===== config.mk =====
export PLATFORM = sky130hd
export DESIGN_NAME = hbridge_fault_supervisor
export DESIGN_NICKNAME = d
export VERILOG_FILES = /design/src/rtl/hfs_pkg.sv /design/src/rtl/hfs_datapath.sv /design/src/rtl/hfs_control.sv /design/src/rtl/hbridge_fault_supervisor.sv
export SDC_FILE = /design/constraint.sdc
export NUM_CORES = 1
export LEC_CHECK = 0
export BUFFER_PORTS_ARGS = -buffer_cell sky130_fd_sc_hd__buf_2
export CAP_MARGIN = 10
export CORE_MARGIN = 2
export CORE_UTILIZATION = 40
export CTS_CLUSTER_DIAMETER = 30
export CTS_CLUSTER_SIZE = 30
export DETAILED_ROUTE_END_ITERATION = 8
export PLACE_DENSITY = 0.66
export SYNTH_ARGS = -nofsm -noshare
export SYNTH_HDL_FRONTEND = slang
export SYNTH_HIERARCHICAL = 1
export SYNTH_SLANG_ARGS = --single-unit

===== constraint.sdc =====
create_clock -name clk -period 0.95 [get_ports clk]
set_input_delay 0.0475 -clock clk [delete_from_list [all_inputs] [get_ports clk]]
set_output_delay 0.0475 -clock clk [all_outputs]
set_load 0.05 [all_outputs]

===== src/rtl/hfs_pkg.sv =====
package hfs_pkg;

  // status from datapath to control
  typedef struct packed {
    logic ocNow;     // any bridge flag, unsynchronised
    logic thermHot;  // hysteretic thermal fault
    logic pinLow;    // pin below release level
    logic pinHigh;   // pin at or above logic-high level
  } status_t;

  // strobes from control to datapath
  typedef struct packed {
    logic clearCause;
  } strobe_t;

  typedef enum logic [1:0] {
    ST_WAIT = 2'd0,
    ST_RUN  = 2'd1,
    ST_HOLD = 2'd2
  } state_t;

endpackage


===== src/rtl/hfs_datapath.sv =====
module hfs_datapath
  import hfs_pkg::*;
#(
  parameter int TEMP_W      = 9,
  parameter int LVL_W       = 8,
  parameter int TRIP_C      = 160,
  parameter int HYST_C      = 40,
  parameter int RELEASE_LVL = 40,
  parameter int HIGH_LVL    = 160
) (
  input  logic              clk,
  input  logic              arstN,
  input  logic              ocFlagA,
  input  logic              shortFlagA,
  input  logic              ocFlagB,
  input  logic              shortFlagB,
  input  logic [TEMP_W-1:0] tempC,
  input  logic [LVL_W-1:0]  pinLevel,
  input  strobe_t           strobe,
  output status_t           status,
  output logic [2:0]        faultCause
);

  localparam logic [TEMP_W-1:0] TRIP_CODE = TEMP_W'(TRIP_C);
  localparam logic [TEMP_W-1:0] COOL_CODE = TEMP_W'(TRIP_C - HYST_C);
  localparam logic [LVL_W-1:0]  REL_CODE  = LVL_W'(RELEASE_LVL);
  localparam logic [LVL_W-1:0]  HIGH_CODE = LVL_W'(HIGH_LVL);
  localparam int SYNC_STAGES = 2;

  logic [TEMP_W-1:0] tempPipe [SYNC_STAGES];
  logic [LVL_W-1:0]  lvlPipe  [SYNC_STAGES];
  logic [TEMP_W-1:0] tempSync;
  logic [LVL_W-1:0]  lvlSync;
  logic              thermHot;
  logic              faultA;
  logic              faultB;

  // two-stage synchronizers for the pin level and temperature code
  genvar s;
  generate
    for (s = 0; s < SYNC_STAGES; s++) begin : g_sync
      always_ff @(posedge clk or negedge arstN) begin
        if (!arstN) begin
          tempPipe[s] <= '0;
          lvlPipe[s]  <= '0;
        end else if (s == 0) begin
          tempPipe[s] <= tempC;
          lvlPipe[s]  <= pinLevel;
        end else begin
          tempPipe[s] <= tempPipe[s-1];
          lvlPipe[s]  <= lvlPipe[s-1];
        end
      end
    end
  endgenerate

  assign tempSync = tempPipe[SYNC_STAGES-1];
  assign lvlSync  = lvlPipe[SYNC_STAGES-1];

  // thermal fault with hysteresis
  always_ff @(posedge clk or negedge arstN) begin
    if (!arstN) begin
      thermHot <= 1'b0;
    end else if (tempSync >= TRIP_CODE) begin
      thermHot <= 1'b1;
    end else if (tempSync < COOL_CODE) begin
      thermHot <= 1'b0;
    end
  end

  assign faultA = ocFlagA | shortFlagA;
  assign faultB = ocFlagB | shortFlagB;

  // sticky cause record, cleared when the stage is re-enabled
  always_ff @(posedge clk or negedge arstN) begin
    if (!arstN) begin
      faultCause <= 3'b000;
    end else if (strobe.clearCause) begin
      faultCause <= 3'b000;
    end else begin
      faultCause <= faultCause | {thermHot, faultB, faultA};
    end
  end

  always_comb begin
    status.ocNow    = faultA | faultB;
    status.thermHot = thermHot;
    status.pinLow   = lvlSync < REL_CODE;
    status.pinHigh  = lvlSync >= HIGH_CODE;
  end

  assert_therm_trip_R4 : assert property (@(posedge clk) disable iff (!arstN)
    (tempSync >= TRIP_CODE) |=> thermHot);

  assert_therm_holds_R5 : assert property (@(posedge clk) disable iff (!arstN)
    (thermHot && tempSync >= COOL_CODE) |=> thermHot);

  assert_therm_stays_cool_R5 : assert property (@(posedge clk) disable iff (!arstN)
    (!thermHot && tempSync < TRIP_CODE) |=> !thermHot);

  assert_cause_cleared_R8 : assert property (@(posedge clk) disable iff (!arstN)
    strobe.clearCause |=> (faultCause == 3'b000));

  assert_cause_sticky_R8 : assert property (@(posedge clk) disable iff (!arstN)
    !strobe.clearCause |=> ((faultCause & $past(faultCause)) == $past(faultCause)));

endmodule


===== src/rtl/hfs_control.sv =====
module hfs_control
  import hfs_pkg::*;
(
  input  logic    clk,
  input  logic    arstN,
  input  logic    active,
  input  status_t status,
  output strobe_t strobe,
  output logic    stageEnable,
  output logic    pinPullDown
);

  state_t state;
  state_t stateNext;

  always_comb begin
    stateNext         = state;
    strobe.clearCause = 1'b0;
    unique case (state)
      ST_WAIT: begin
        if (status.ocNow) begin
          stateNext = ST_HOLD;
        end else if (status.pinHigh && !status.thermHot) begin
          stateNext         = ST_RUN;
          strobe.clearCause = 1'b1;
        end
      end
      ST_RUN: begin
        if (status.ocNow) begin
          stateNext = ST_HOLD;
        end else if (status.thermHot || !status.pinHigh) begin
          stateNext = ST_WAIT;
        end
      end
      ST_HOLD: begin
        if (status.pinLow) begin
          stateNext = ST_WAIT;
        end
      end
      default: stateNext = ST_WAIT;
    endcase
  end

  always_ff @(posedge clk or negedge arstN) begin
    if (!arstN) begin
      state <= ST_WAIT;
    end else begin
      state <= stateNext;
    end
  end

  assign stageEnable = active && (state == ST_RUN) && !status.ocNow && !status.thermHot;
  assign pinPullDown = active && ((state == ST_HOLD) || status.ocNow || status.thermHot);

  assert_hold_keeps_pull_R2 : assert property (@(posedge clk) disable iff (!arstN)
    (state == ST_HOLD && !status.pinLow) |=> pinPullDown);

  assert_no_enable_without_high_R3 : assert property (@(posedge clk) disable iff (!arstN)
    (state != ST_RUN && !status.pinHigh) |=> !stageEnable);

  assert_hot_blocks_run_R9 : assert property (@(posedge clk) disable iff (!arstN)
    (state != ST_RUN && status.thermHot) |=> (state != ST_RUN));

endmodule


===== src/rtl/hbridge_fault_supervisor.sv =====
module hbridge_fault_supervisor
  import hfs_pkg::*;
#(
  parameter int TEMP_W      = 9,
  parameter int LVL_W       = 8,
  parameter int TRIP_C      = 160,
  parameter int HYST_C      = 40,
  parameter int RELEASE_LVL = 40,
  parameter int HIGH_LVL    = 160
) (
  input  logic              clk,
  input  logic              rstN,
  input  logic              standbyN,
  input  logic              ocFlagA,
  input  logic              shortFlagA,
  input  logic              ocFlagB,
  input  logic              shortFlagB,
  input  logic [TEMP_W-1:0] tempC,
  input  logic [LVL_W-1:0]  pinLevel,
  output logic              pinPullDown,
  output logic              stageEnable,
  output logic [2:0]        faultCause
);

  logic    arstN;
  status_t status;
  strobe_t strobe;

  // standby acts as a second asynchronous reset
  assign arstN = rstN & standbyN;

  hfs_datapath #(
    .TEMP_W(TEMP_W), .LVL_W(LVL_W), .TRIP_C(TRIP_C), .HYST_C(HYST_C),
    .RELEASE_LVL(RELEASE_LVL), .HIGH_LVL(HIGH_LVL)
  ) u_dp (
    .clk(clk), .arstN(arstN),
    .ocFlagA(ocFlagA), .shortFlagA(shortFlagA),
    .ocFlagB(ocFlagB), .shortFlagB(shortFlagB),
    .tempC(tempC), .pinLevel(pinLevel),
    .strobe(strobe), .status(status), .faultCause(faultCause)
  );

  hfs_control u_ctl (
    .clk(clk), .arstN(arstN), .active(standbyN),
    .status(status), .strobe(strobe),
    .stageEnable(stageEnable), .pinPullDown(pinPullDown)
  );

  assert_flag_kills_stage_R1 : assert property (@(posedge clk) disable iff (!arstN)
    (ocFlagA || shortFlagA || ocFlagB || shortFlagB) |-> (pinPullDown && !stageEnable));

  always_comb begin
    if (standbyN == 1'b0) begin
      assert_standby_quiet_R6 : assert (!stageEnable && !pinPullDown && faultCause == 3'b000);
    end
  end

endmodule


==> impl_table.tex <==
\begin{tabular}{lr}
\hline
Metric & Value \\
\hline
\multicolumn{2}{l}{\textbf{Status}} \\
\quad Run status & finished with violations \\
\quad Violated checks & negative setup slack \\
\multicolumn{2}{l}{\textbf{Routing}} \\
\quad Routed vias & 591 \\
\quad Post-route antenna net violation count & 0 \\
\quad Detailed-router iteration count before antenna repair & 4 \\
\quad Post-detailed-route DRC marker count & 0 \\
\quad Routed WL & 1510 um \\
\quad Average wire per standard cell & 11.5 um \\
\quad Detailed router's first-iteration violation count & 5 \\
\quad Per-cell via count in the routed design & 4.48 \\
\multicolumn{2}{l}{\textbf{Layout}} \\
\quad Antenna diode instance count & 0 \\
\quad Final standard cell area without fillers & 1370 um\^{}2 \\
\quad Proportion of layout cells with a drive suffix above 1 & 42.9\% \\
\quad Syn-to-layout area delta & 59.6\% \\
\quad Layout Cells excl Fill & 132 \\
\quad Filler Cells Inserted & 130 \\
\quad Net count of the finished layout & 130 \\
\multicolumn{2}{l}{\textbf{Min path}} \\
\quad Type of the most critical hold path & in -> reg \\
\quad End point of the worst hold path & u\_ctl/state[0]\$\_DFFE\_PN0P\_ \\
\quad Start point of the worst hold path & ocFlagB \\
\quad Min-Delay Path Depth & 4 \\
\multicolumn{2}{l}{\textbf{Synthesis}} \\
\quad Count of mapped cells out of synthesis & 53 \\
\quad Share of the synthesized area in the top cell type & 81.9\% \\
\quad Sequential-to-total area share from yosys stat & 81.9\% \\
\quad Number of warnings issued by yosys & 6 \\
\quad Number of synthesized flops with an enable pin & 0 \\
\quad Number of distinct standard cells referenced by the synthesized netlist & 17 \\
\quad Flops \& latches, synth & 28 \\
\quad Ranking of synthesized cells by area & dfrtp\_1 (82\%), nor2\_1 (3.1\%), nor3\_1 (1.8\%), nor4b\_2 (1.8\%), o21a\_1 (1.8\%) \\
\quad Top post-synthesis cells by count & dfrtp\_1 (28), nor2\_1 (7), nor3\_1 (3) \\
\quad Async set or reset register ratio after synthesis & 100\% \\
\quad Average instance area after synthesis & 16.1 um\^{}2 \\
\quad Cell type with the largest total area after synthesis & dfrtp\_1 \\
\quad Top-count cell post-synth & dfrtp\_1 \\
\quad Number of nets in the synthesized netlist & 77 \\
\quad Cell Area, Synth & 856 um\^{}2 \\
\quad Main synth FF type & dfrtp\_1 \\
\multicolumn{2}{l}{\textbf{Floorplan}} \\
\quad Placement row count & 16 \\
\quad Horizontal extent of the die & 50.3 um \\
\quad Count of boundary I/O pins & 29 \\
\quad Overall die area & 2530 um\^{}2 \\
\quad Area of the core & 1980 um\^{}2 \\
\quad Initial cell density of the core & 43.2\% \\
\quad Die height & 50.3 um \\
\multicolumn{2}{l}{\textbf{GRT}} \\
\quad Maximum number of pins on one net before global-route repair & 29 \\
\quad Vias in the first global route & 629 \\
\quad Number of antenna violations at the first check in global routing & 0 \\
\quad Global-route wire length before repair & 2620 um \\
\quad All-Layer GR Usage & 14.0\% \\
\quad Global route total overflow & 0 \\
\multicolumn{2}{l}{\textbf{Critical path}} \\
\quad Length in cells of the worst reg-to-reg path & 4 \\
\quad Worst-path maximum fanout & 3 \\
\quad Kind of critical path & in -> out \\
\quad Flop2flop setup slack & -0.29 ns \\
\quad Capture instance of the worst register-to-register path & u\_dp/faultCause[1]\$\_DFF\_PN0\_ \\
\quad Required time of the critical path & 0.90 ns \\
\quad Sort of element at the start of the critical path & input pin \\
\quad Largest incremental delay on the critical path & 0.56 ns \\
\quad R2R Path Start & u\_ctl/state[1]\$\_DFFE\_PN0P\_ \\
\quad Crit path cell chain & buf\_2 > or4\_4 > nor2\_2 > and4b\_4 > buf\_8 \\
\quad Launching element of the worst setup path & shortFlagA \\
\quad Kind of end point of the critical path & output port \\
\quad Worst path arrival time & 1.26 ns \\
\quad Slowest stage cell, crit path & or4\_4 \\
\multicolumn{2}{l}{\textbf{Timing}} \\
\quad Worst clock skew & 0.00585 ns \\
\quad Final setup vio count & 8 \\
\quad Maximum clock frequency & 764 MHz \\
\quad Worst-margin pin slew & 0.330 ns \\
\quad Setup ws final & -0.359 ns \\
\quad Unrepaired setup endpoints after global routing & yes \\
\quad Final number of hold-violating endpoints & 0 \\
\quad Final critical-path share of the clock period & 138\% \\
\quad Hold\_ws & 0.156 ns \\
\quad Final-report max-slew violation count & 0 \\
\quad Fin crit period & 1.31 ns \\
\quad Worst slew margin & 78.0\% \\
\multicolumn{2}{l}{\textbf{Placement}} \\
\quad Area post-placement & 1050 um\^{}2 \\
\quad Post-Place Setup Slack & -0.445 ns \\
\quad Port bufs & 22 \\
\quad GP Congestion & 0.633 \\
\quad DPL Wire Length & 894 um \\
\quad Post-placement cell count & 107 \\
\multicolumn{2}{l}{\textbf{Job}} \\
\quad Max\_cap viols & 0 \\
\multicolumn{2}{l}{\textbf{CTS}} \\
\quad Clock-pin slew reported for the worst setup and hold paths after clock tree synthesis & 0.13 ns \\
\quad Clk\_lat worst skew & 0.31 ns \\
\quad Clock root buffer master & clkbuf\_4 \\
\quad Num CTS Buffers & 3 \\
\quad Maximum clock path buffer count & 2 \\
\quad TritonCTS clock tree & done \\
\quad H-tree depth & 1 \\
\quad Sinks on the clock net & 28 \\
\multicolumn{2}{l}{\textbf{Power}} \\
\quad Lkg Pwr & 0.648 nW \\
\quad Maximum VDD drop & 1130 uV \\
\quad Cell area power density & 1800 nW/um\^{}2 \\
\hline
\end{tabular}
## worst max-delay path, delay by kind of cell
family | cells | cell delay (ns)
and+or+nand+nor | 3 | 0.96
buffers and inverters | 2 | 0.25
## routing by layer
metal	vias up	GRT usage, %	routed length [um]
met5	-	0	0
met4	0	6.94	14
met3	2	1.79	56
met2	18	25.9	848
met1	291	15.7	592
li1	280	-	-
## what timing repair did
item                       CTS  global route
hold endpoints to repair    41             0
hold buffers                17             0
pin swaps                    1             1
setup buffers                3             1
resized for setup           14             5
setup endpoints to repair   10            10
## layout by cell type (no fill, tap or decap)
cell	Yosys	final
dfrtp_1	28	28
dlygate4sd3_1	0	17
buf_2	0	17
buf_6	0	7
buf_4	1	7
nor2_1	7	6
clkbuf_4	0	3
nor3_1	3	3
o21a_1	2	2
and2_1	1	1
bufinv_16	0	1
buf_8	0	1
nor2_2	0	1
and4b_4	0	1
nand2b_4	0	1
a21boi_2	0	1
nor4b_2	1	1
and2b_2	1	1
inv_1	1	1
o22ai_2	0	1
or4_4	0	1
nand4_1	1	1
o21ai_2	0	1
a22oi_1	1	1
## report_power, final
part / switching (mW) / total (mW) / internal [mW]
clock: 0.303 / 0.730 / 0.426
sequential: 0.0391 / 1.30 / 1.26
combinational: 0.158 / 0.429 / 0.271
## kinds of logic (layout without fill, tap and decap cells)
logic type      count (synthesis)  count (layout)  synth area share (%)
buf+inv                         2              54                  1.32
flops                          28              28                  81.9
compound gates                  6               6                  4.82
simple gates                   17              17                  12.0
## how the worst max path moves through the flow
stage | end | slack, ns | depth (start not counted)
floorplan | stageEnable | -0.21 | 3
finish | stageEnable | -0.36 | 5
detailed placement | stageEnable | -0.45 | 5
global placement | stageEnable | -0.41 | 5
global route | stageEnable | -0.41 | 3
CTS | stageEnable | -0.34 | 5
## state kept, by name, summed over array words and instances, names as in the netlist
name and count:
u_dp/tempSync 6, u_ctl/state 2, u_dp/tempPipe 6, u_dp/lvlPipe 5, u_dp/thermHot 1, u_dp/lvlSync 5
u_dp/faultCause 3
## final cells by class
type / count / area (um^2) / area share [%]
Tap cell: 27 / 33.8 / 2.47
Sequential cell: 28 / 701 / 51.3
Multi-Input combinational cell: 23 / 174 / 12.7
Inverter: 1 / 3.75 / 0.275
Clock buffer: 3 / 22.5 / 1.65
Timing Repair Buffer: 49 / 402 / 29.4
Clock inverter: 1 / 30.0 / 2.20
## stage by stage
| step | util [%] | TNS (ns) | power [mW] |
|---|---|---|---|
| after detailed placement | 52.8 | -2.28 | 1.53 |
| after global placement | 52.8 | -2.13 | 1.52 |
| final | 68.9 | -1.72 | 2.46 |
| after CTS | 67.5 | -1.58 | 2.39 |
| after floorplan | - | -0.915 | 1.41 |
| after global routing | 68.9 | -2.42 | 2.58 |
(Power assumes the default switching activity.)
